[src/rtl/dma_agen_pkg.sv]
package dma_agen_pkg;

  localparam int DEF_ADDR_W   = 32;
  localparam int DEF_X_W      = 16;
  localparam int DEF_Y_W      = 14;
  localparam int DEF_STRIDE_W = 16;
  localparam int DEF_NUM_REQ  = 32;
  localparam int DEF_WAIT_W   = 5;
  localparam int DEF_BEAT     = 4;
  localparam int DEF_STEP_N   = 4;
  localparam int DEF_STEP_W   = 32;

  typedef enum logic [1:0] {
    WALK_IDLE = 2'd0,
    WALK_RUN  = 2'd1,
    WALK_DONE = 2'd2
  } walk_state_e;

endpackage

[src/rtl/dma_agen_pace.sv]
module dma_agen_pace
  import dma_agen_pkg::*;
#(
  parameter int NUM_REQ = DEF_NUM_REQ,
  parameter int WAIT_W  = DEF_WAIT_W,
  localparam int SEL_W  = $clog2(NUM_REQ)
) (
  input  logic               clk,
  input  logic               rst_n,
  input  logic               load,
  input  logic [SEL_W-1:0]   sel,
  input  logic [WAIT_W-1:0]  wait_cycles,
  input  logic               src_gate,
  input  logic               dst_gate,
  input  logic [NUM_REQ-1:0] preq,
  input  logic               rd_fire,
  input  logic               wr_fire,
  output logic               sel_req,
  output logic               rd_ok,
  output logic               wr_ok
);

  logic [SEL_W-1:0]  sel_q;
  logic              sgate_q;
  logic              dgate_q;
  logic [WAIT_W-1:0] wcfg_q;
  logic [WAIT_W-1:0] wcnt_q;
  logic              idle;

  always_ff @(posedge clk) begin
    if (!rst_n) begin
      sel_q   <= '0;
      sgate_q <= 1'b0;
      dgate_q <= 1'b0;
      wcfg_q  <= '0;
      wcnt_q  <= '0;
    end else if (load) begin
      sel_q   <= sel;
      sgate_q <= src_gate;
      dgate_q <= dst_gate;
      wcfg_q  <= wait_cycles;
      wcnt_q  <= '0;
    end else if (rd_fire || wr_fire) begin
      wcnt_q  <= wcfg_q;
    end else if (wcnt_q != '0) begin
      wcnt_q  <= wcnt_q - 1'b1;
    end
  end

  assign sel_req = (sel_q == '0) ? 1'b1 : preq[sel_q];
  assign idle    = (wcnt_q == '0);
  assign rd_ok   = idle && (!sgate_q || sel_req);
  assign wr_ok   = idle && (!dgate_q || sel_req);

  // a nonzero wait closes both channels in the cycle after a beat
  p_wait_gap_r7: assert property (@(posedge clk) disable iff (!rst_n)
    ((rd_fire || wr_fire) && (wcfg_q != '0)) |=> (!rd_ok && !wr_ok));

  // gated reads never proceed against a low request line
  p_rd_gate_r8: assert property (@(posedge clk) disable iff (!rst_n)
    (sgate_q && !sel_req) |-> !rd_ok);

  // gated writes never proceed against a low request line
  p_wr_gate_r8: assert property (@(posedge clk) disable iff (!rst_n)
    (dgate_q && !sel_req) |-> !wr_ok);

endmodule

[src/rtl/dma_agen_walker.sv]
module dma_agen_walker
  import dma_agen_pkg::*;
#(
  parameter int ADDR_W      = DEF_ADDR_W,
  parameter int X_W         = DEF_X_W,
  parameter int Y_W         = DEF_Y_W,
  parameter int STRIDE_W    = DEF_STRIDE_W,
  parameter int BEAT_BYTES  = DEF_BEAT,
  parameter int NARROW_STEP = DEF_STEP_N,
  parameter int WIDE_STEP   = DEF_STEP_W,
  localparam int LIN_W      = X_W + Y_W
) (
  input  logic                clk,
  input  logic                rst_n,
  input  logic                load,
  input  logic [ADDR_W-1:0]   start_addr,
  input  logic [X_W-1:0]      len_x,
  input  logic [Y_W-1:0]      len_y,
  input  logic [STRIDE_W-1:0] stride,
  input  logic                mode_2d,
  input  logic                inc,
  input  logic                wide,
  input  logic                pace_ok,
  input  logic                beat_valid,
  output logic                beat_ready,
  output logic [ADDR_W-1:0]   addr,
  output logic [LIN_W-1:0]    remain,
  output logic                row_end,
  output logic                done
);

  localparam logic [LIN_W-1:0]  BEAT_L = LIN_W'(BEAT_BYTES);
  localparam logic [ADDR_W-1:0] STEP_N = ADDR_W'(NARROW_STEP);
  localparam logic [ADDR_W-1:0] STEP_W = ADDR_W'(WIDE_STEP);

  walk_state_e         st_q;
  logic [ADDR_W-1:0]   addr_q;
  logic [LIN_W-1:0]    cnt_q;
  logic [Y_W-1:0]      rows_q;
  logic [X_W-1:0]      row_len_q;
  logic [STRIDE_W-1:0] stride_q;
  logic                mode_q;
  logic                inc_q;
  logic                wide_q;
  logic                row_end_q;

  logic                fire;
  logic [LIN_W-1:0]    take;
  logic [LIN_W-1:0]    cnt_after;
  logic                row_last;
  logic [ADDR_W-1:0]   step;
  logic [ADDR_W-1:0]   adj;
  logic [LIN_W-1:0]    load_total;
  logic                load_zero;

  // beat arithmetic
  always_comb begin
    fire       = beat_valid && beat_ready;
    take       = (cnt_q < BEAT_L) ? cnt_q : BEAT_L;
    cnt_after  = cnt_q - take;
    row_last   = (cnt_after == '0);
    step       = inc_q ? (wide_q ? STEP_W : STEP_N) : '0;
    adj        = (row_last && mode_q)
               ? {{(ADDR_W-STRIDE_W){stride_q[STRIDE_W-1]}}, stride_q}
               : '0;
    load_total = {len_y, len_x};
    load_zero  = mode_2d ? ((len_x == '0) || (len_y == '0))
                         : (load_total == '0);
  end

  always_ff @(posedge clk) begin
    if (!rst_n) begin
      st_q      <= WALK_IDLE;
      addr_q    <= '0;
      cnt_q     <= '0;
      rows_q    <= '0;
      row_len_q <= '0;
      stride_q  <= '0;
      mode_q    <= 1'b0;
      inc_q     <= 1'b0;
      wide_q    <= 1'b0;
      row_end_q <= 1'b0;
    end else if (load) begin
      addr_q    <= start_addr;
      row_len_q <= len_x;
      stride_q  <= stride;
      mode_q    <= mode_2d;
      inc_q     <= inc;
      wide_q    <= wide;
      row_end_q <= 1'b0;
      if (load_zero) begin
        st_q   <= WALK_DONE;
        cnt_q  <= '0;
        rows_q <= '0;
      end else begin
        st_q   <= WALK_RUN;
        cnt_q  <= mode_2d ? {{Y_W{1'b0}}, len_x} : load_total;
        rows_q <= mode_2d ? len_y : '0;
      end
    end else begin
      row_end_q <= 1'b0;
      if (fire) begin
        addr_q    <= addr_q + step + adj;
        row_end_q <= row_last;
        if (!row_last) begin
          cnt_q <= cnt_after;
        end else if (mode_q && (rows_q > 1)) begin
          rows_q <= rows_q - 1'b1;
          cnt_q  <= {{Y_W{1'b0}}, row_len_q};
        end else begin
          rows_q <= '0;
          cnt_q  <= '0;
          st_q   <= WALK_DONE;
        end
      end
    end
  end

  assign beat_ready = (st_q == WALK_RUN) && pace_ok && !load;
  assign addr       = addr_q;
  assign remain     = mode_q ? {rows_q, cnt_q[X_W-1:0]} : cnt_q;
  assign row_end    = row_end_q;
  assign done       = (st_q == WALK_DONE);

  // a finished side offers no beats
  p_no_ready_done_r3: assert property (@(posedge clk) disable iff (!rst_n)
    done |-> !beat_ready);

  // without a load the remaining count never grows
  p_remain_down_r3: assert property (@(posedge clk) disable iff (!rst_n)
    !load |=> (remain <= $past(remain)));

  // a non-incrementing linear side holds its address across a beat
  p_fixed_addr_r4: assert property (@(posedge clk) disable iff (!rst_n)
    (fire && !inc_q && !mode_q) |=> $stable(addr));

  // a row-end pulse always follows an accepted beat
  p_row_end_src_r5: assert property (@(posedge clk) disable iff (!rst_n)
    row_end |-> $past(fire));

  // completion holds until the next descriptor
  p_done_sticky_r6: assert property (@(posedge clk) disable iff (!rst_n)
    (done && !load) |=> done);

endmodule

[src/rtl/dma_agen_2d.sv]
module dma_agen_2d
  import dma_agen_pkg::*;
#(
  parameter int ADDR_W      = DEF_ADDR_W,
  parameter int X_W         = DEF_X_W,
  parameter int Y_W         = DEF_Y_W,
  parameter int STRIDE_W    = DEF_STRIDE_W,
  parameter int NUM_REQ     = DEF_NUM_REQ,
  parameter int WAIT_W      = DEF_WAIT_W,
  parameter int BEAT_BYTES  = DEF_BEAT,
  parameter int NARROW_STEP = DEF_STEP_N,
  parameter int WIDE_STEP   = DEF_STEP_W,
  localparam int SEL_W      = $clog2(NUM_REQ),
  localparam int LIN_W      = X_W + Y_W
) (
  input  logic                  clk,
  input  logic                  rst_n,
  input  logic                  load,
  input  logic [ADDR_W-1:0]     src_start,
  input  logic [ADDR_W-1:0]     dst_start,
  input  logic [LIN_W-1:0]      len_word,
  input  logic [2*STRIDE_W-1:0] stride_word,
  input  logic                  mode_2d,
  input  logic                  src_inc,
  input  logic                  dst_inc,
  input  logic                  src_wide,
  input  logic                  dst_wide,
  input  logic [WAIT_W-1:0]     wait_cycles,
  input  logic [SEL_W-1:0]      pace_sel,
  input  logic                  src_gate,
  input  logic                  dst_gate,
  input  logic [NUM_REQ-1:0]    preq,
  input  logic                  rd_valid,
  output logic                  rd_ready,
  input  logic                  wr_valid,
  output logic                  wr_ready,
  output logic [ADDR_W-1:0]     src_addr,
  output logic [ADDR_W-1:0]     dst_addr,
  output logic [LIN_W-1:0]      remain,
  output logic                  row_end,
  output logic                  done,
  output logic                  sel_req
);

  localparam int NSIDE = 2;  // index 0 = source, 1 = destination

  logic [ADDR_W-1:0]   side_start  [NSIDE];
  logic [STRIDE_W-1:0] side_stride [NSIDE];
  logic                side_inc    [NSIDE];
  logic                side_wide   [NSIDE];
  logic                side_ok     [NSIDE];
  logic                side_valid  [NSIDE];
  logic                side_ready  [NSIDE];
  logic [ADDR_W-1:0]   side_addr   [NSIDE];
  logic [LIN_W-1:0]    side_rem    [NSIDE];
  logic                side_rend   [NSIDE];
  logic                side_done   [NSIDE];
  logic                rd_ok;
  logic                wr_ok;
  logic                src_status_unused;

  assign side_start[0]  = src_start;
  assign side_start[1]  = dst_start;
  assign side_stride[0] = stride_word[STRIDE_W-1:0];
  assign side_stride[1] = stride_word[2*STRIDE_W-1:STRIDE_W];
  assign side_inc[0]    = src_inc;
  assign side_inc[1]    = dst_inc;
  assign side_wide[0]   = src_wide;
  assign side_wide[1]   = dst_wide;
  assign side_ok[0]     = rd_ok;
  assign side_ok[1]     = wr_ok;
  assign side_valid[0]  = rd_valid;
  assign side_valid[1]  = wr_valid;

  dma_agen_pace #(
    .NUM_REQ (NUM_REQ),
    .WAIT_W  (WAIT_W)
  ) u_pace (
    .clk         (clk),
    .rst_n       (rst_n),
    .load        (load),
    .sel         (pace_sel),
    .wait_cycles (wait_cycles),
    .src_gate    (src_gate),
    .dst_gate    (dst_gate),
    .preq        (preq),
    .rd_fire     (rd_valid && rd_ready),
    .wr_fire     (wr_valid && wr_ready),
    .sel_req     (sel_req),
    .rd_ok       (rd_ok),
    .wr_ok       (wr_ok)
  );

  for (genvar g = 0; g < NSIDE; g++) begin : g_side
    dma_agen_walker #(
      .ADDR_W      (ADDR_W),
      .X_W         (X_W),
      .Y_W         (Y_W),
      .STRIDE_W    (STRIDE_W),
      .BEAT_BYTES  (BEAT_BYTES),
      .NARROW_STEP (NARROW_STEP),
      .WIDE_STEP   (WIDE_STEP)
    ) u_walk (
      .clk        (clk),
      .rst_n      (rst_n),
      .load       (load),
      .start_addr (side_start[g]),
      .len_x      (len_word[X_W-1:0]),
      .len_y      (len_word[LIN_W-1:X_W]),
      .stride     (side_stride[g]),
      .mode_2d    (mode_2d),
      .inc        (side_inc[g]),
      .wide       (side_wide[g]),
      .pace_ok    (side_ok[g]),
      .beat_valid (side_valid[g]),
      .beat_ready (side_ready[g]),
      .addr       (side_addr[g]),
      .remain     (side_rem[g]),
      .row_end    (side_rend[g]),
      .done       (side_done[g])
    );
  end

  assign rd_ready = side_ready[0];
  assign wr_ready = side_ready[1];
  assign src_addr = side_addr[0];
  assign dst_addr = side_addr[1];
  assign remain   = side_rem[1];
  assign row_end  = side_rend[1];
  assign done     = side_done[1];

  assign src_status_unused = ^{side_rem[0], side_rend[0], side_done[0]};

endmodule

[config.mk]
export PLATFORM = sky130hd
export DESIGN_NAME = dma_agen_2d
export DESIGN_NICKNAME = d
export VERILOG_FILES = /design/src/rtl/dma_agen_pkg.sv /design/src/rtl/dma_agen_pace.sv /design/src/rtl/dma_agen_walker.sv /design/src/rtl/dma_agen_2d.sv
export SDC_FILE = /design/constraint.sdc
export NUM_CORES = 1
export LEC_CHECK = 0
export BUFFER_PORTS_ARGS = -buffer_cell sky130_fd_sc_hd__clkbuf_2
export CAP_MARGIN = 10
export CORE_ASPECT_RATIO = 0.75
export CORE_MARGIN = 1.5
export CORE_UTILIZATION = 54
export CTS_BUF_LIST = sky130_fd_sc_hd__clkbuf_4 sky130_fd_sc_hd__clkbuf_8
export CTS_CLUSTER_SIZE = 8
export DETAILED_ROUTE_END_ITERATION = 10
export PLACE_DENSITY = 0.82
export SYNTH_ARGS = -nofsm -noshare
export SYNTH_HDL_FRONTEND = slang
export SYNTH_SLANG_ARGS = --single-unit
[constraint.sdc]
create_clock -name clk -period 11.4 [get_ports clk]
set_clock_uncertainty 0.2 [all_clocks]
set_input_delay 0.57 -clock clk [delete_from_list [all_inputs] [get_ports clk]]
set_output_delay 0.57 -clock clk [all_outputs]
set_load 0.01 [all_outputs]
==> flow_metrics.env <==
export IMPL_grt_overflow_total=0
export IMPL_clk_pin_slew_ns=0.07
export IMPL_start_util_pct=55.6
export IMPL_start_kind="flop"
export IMPL_rsz0062_at_grt="false"
export IMPL_synthCells=1985
export IMPL_setup_viol=0
export IMPL_die_x_um=200
export IMPL_cts_htree_levels=2
export IMPL_p_leak_uw=0.00819
export IMPL_synth_cell_types=84
export IMPL_crit_family="compound AO/OA/AOI/OAI gates"
export IMPL_slowest_stage="o41ai_1"
export IMPL_crit_required_ns=11.64
export IMPL_die_area_um2=30200
export IMPL_io_pins=279
export IMPL_ys_flop_type="dfxtp_1"
export IMPL_period_needed_ns=8.51
export IMPL_cts_buffers=40
export IMPL_cts_buffer_depth=3
export IMPL_synthToLayoutAreaGrowth_pct=14.3
export IMPL_outcome="finished, final reports clean"
export IMPL_ir_drop_uv=93.0
export IMPL_grt_use_total_pct=32.6
export IMPL_ys_seq_elements=227
export IMPL_hpwl_um=36000
export IMPL_wl_um=50400
export IMPL_tns_ns=0
export IMPL_drc_errors=0
export IMPL_cts_resized=0
export IMPL_crit_buf_inv=0
export IMPL_timing_final_crit_share_pct=74.7
export IMPL_relSlewSlack_pct=25.9
export IMPL_synth_top_area_share_pct=28.9
export IMPL_antennaDiodeCount=0
export IMPL_p_comb_share_pct=23.2
export IMPL_synth_top_area_cell="dfxtp_1"
export IMPL_ys_async_sr_fraction_pct=0
export IMPL_fin_ws_ns=2.89
export IMPL_min_path_type="primary input to flop"
export IMPL_die_height_um=151
export IMPL_post_dp_cell_area_um2=17200
export IMPL_antenna_found_initial=3
export IMPL_first_pass_iters=6
export IMPL_grt_pass1_wl_um=80300
export IMPL_wl_per_cell_um=19.4
export IMPL_seq_area_frac_synth_pct=28.9
export IMPL_p_switching_uw=720
export IMPL_synth_area_leaders="dfxtp_1 (29%), ha_1 (9.9%), a21oi_1 (6.2%)"
export IMPL_cts_tree="yes"
export IMPL_place_ws_ns=3.19
export IMPL_fin_util_pct=63.5
export IMPL_drive_gt1_share_pct=19.1
export IMPL_syn_avg_cell_area_um2=7.93
export IMPL_final_antenna_net_count=0
export IMPL_critPathMaxFanout=20
export IMPL_grt_max_degree=118
export IMPL_clkPwrFrac_pct=35.8
export IMPL_final_nets=2505
export IMPL_max_stage_delay_ns=0.78
export IMPL_std_cell_rows=53
export IMPL_fmax_mhz=117
export IMPL_coreArea_um2=28300
export IMPL_initialDrtViolationCount=1583
export IMPL_vias=16300
export IMPL_cts_setup_buffers=0
export IMPL_worstPathCellList="nor3_1 > nand4b_1 > or3_1 > nand2_1 > ha_1 > o21ai_0 > o2111ai_1 > a311oi_2 > nand3_1 > xor2_1 > and4_1 > and3_1 > fa_1 > ha_1 > a2111oi_0 > a211o_1 > a211oi_1 > o41ai_1 > o211ai_1 > a31o_2 > a21oi_1 > xor2_1 > o22ai_1"
export IMPL_powerDensity_nw_per_um2=121
export IMPL_vias_per_cell=6.28
export IMPL_worst_pin_slew_ns=1.11
export IMPL_critPathCaptureType="flop"
export IMPL_hold_violations=0
export IMPL_cp_arrival_ns=8.75
export IMPL_grt_pass1_vias=15300
export IMPL_total_power_uw=2190
export IMPL_postCtsHoldBufs=0
export IMPL_setup_worst_path_class="flop to flop"
export IMPL_synth_edf_count=0
export IMPL_clkSinkCount=227
export IMPL_n_fill_cell=2478
export IMPL_power_frac_seq_pct=41.0
export IMPL_port_buffers=277
export IMPL_root_buffer="clkbuf_8"
export IMPL_internal_power_uw=1470
export IMPL_yosysWarnings=0
export IMPL_place_congestion=0.956
export IMPL_syn_area_um2=15700
export IMPL_slew_violations=0
export IMPL_maxCapViolations=0
export IMPL_finalInstanceArea_um2=18000
export IMPL_clk_latency_ns=0.58
export IMPL_p_sw_share_pct=32.9
[Yosys cell counts, types with 24 or more instances]
cell,n
a211oi_1,28
a21o_1,24
a21oi_1,194
a22oi_1,51
and3_1,39
clkbuf_1,88
dfxtp_1,227
ha_1,125
inv_1,38
mux2i_1,72
nand2_1,221
nand3_1,30
nor2_1,214
nor3_1,54
nor4_1,26
o21ai_0,127
xnor2_1,52
xor2_1,27
[path summary, 6_finish.rpt]
kind	end	start	cells after the start	slack [ns]
worst max register to register	g_side[1].u_walk.addr[28]	g_side[1].u_walk.cnt_q[3]	23	2.89
worst min register to register	g_side[0].u_walk.rows_q[10]	g_side[0].u_walk.rows_q[10]	2	0.28
worst min-delay path	g_side[0].u_walk.addr[0]	src_start[0]	3	0.02
worst max-delay path	g_side[1].u_walk.addr[28]	g_side[1].u_walk.cnt_q[3]	23	2.89
[per-stage QoR]
stage                     std cells  hold slack, ns
after floorplan                1986           0.248
after global placement         2536           0.260
after detailed placement       2536           0.266
after CTS                      2600         0.00600
after global routing           2601          0.0406
final                          2601          0.0236
[state kept, by name, indices dropped and copies added, names as in the netlist, 5 cells and up]
name and cells:
u_pace.sel_q 5, g_side.u_walk.stride_q 32, u_pace.wcfg_q 5, g_side.u_walk.cnt_q 60
g_side.u_walk.row_len_q 16, u_pace.wcnt_q 5, g_side.u_walk.addr 64, g_side.u_walk.rows_q 28
[power groups by stage]
stage	Sequential (uW)	Combinational [uW]	Clock, uW
5_1_grt	903	552	824
2_1_floorplan	898	341	0
4_1_cts	894	495	790
3_3_place_gp	909	473	0
6_report	897	507	781
3_5_place_dp	911	490	0
[cell families after synthesis]
family / synth area share [%]
AOI/OAI and AO/OA: 23.6
adders and majority gates: 10.8
muxes: 6.80
DFF: 28.9
and+or+nand+nor: 21.0
buffers and inverters: 4.51
other: 0.0238
xor gates and xnor gates: 4.40
[layout by cell type, fill, tap and decap left out, types with 18 or more instances in the layout]
master	Yosys	layout
a211oi_1	28	28
a21o_1	24	24
a21oi_1	194	193
a22oi_1	51	51
a31oi_1	23	23
and3_1	39	39
clkbuf_2	0	276
clkbuf_8	0	50
dfxtp_1	227	227
ha_1	125	125
inv_1	38	38
mux2i_1	72	72
nand2_1	221	221
nand3_1	30	30
nor2_1	214	212
nor3_1	54	53
nor4_1	26	26
o21ai_0	127	127
or3_1	18	18
xnor2_1	52	52
xor2_1	27	27
[layer usage]
layer / global-route usage (%) / part of all wire (%) / wire [um]
met5: 0 / 0.075 / 38
met4: 12.2 / 3.2 / 1620
met3: 7.81 / 11 / 5740
met2: 48.1 / 42 / 21300
met1: 46.1 / 43 / 21700
[worst min-delay path: stages]
cell,delay [ns]
clkbuf_2,0.07
a21oi_1,0.05
nor2_1,0.07
[cell type report]
class | instances | area [um^2] | area share (%)
Timing Repair Buffer | 292 | 1510 | 8.41
Multi-Input combinational cell | 1594 | 10500 | 58.4
Clock inverter | 2 | 10.0 | 0.0556
Tap cell | 385 | 482 | 2.68
Inverter | 39 | 151 | 0.841
Clock buffer | 62 | 778 | 4.33
Sequential cell | 227 | 4540 | 25.3
(Power assumes the default switching activity.)
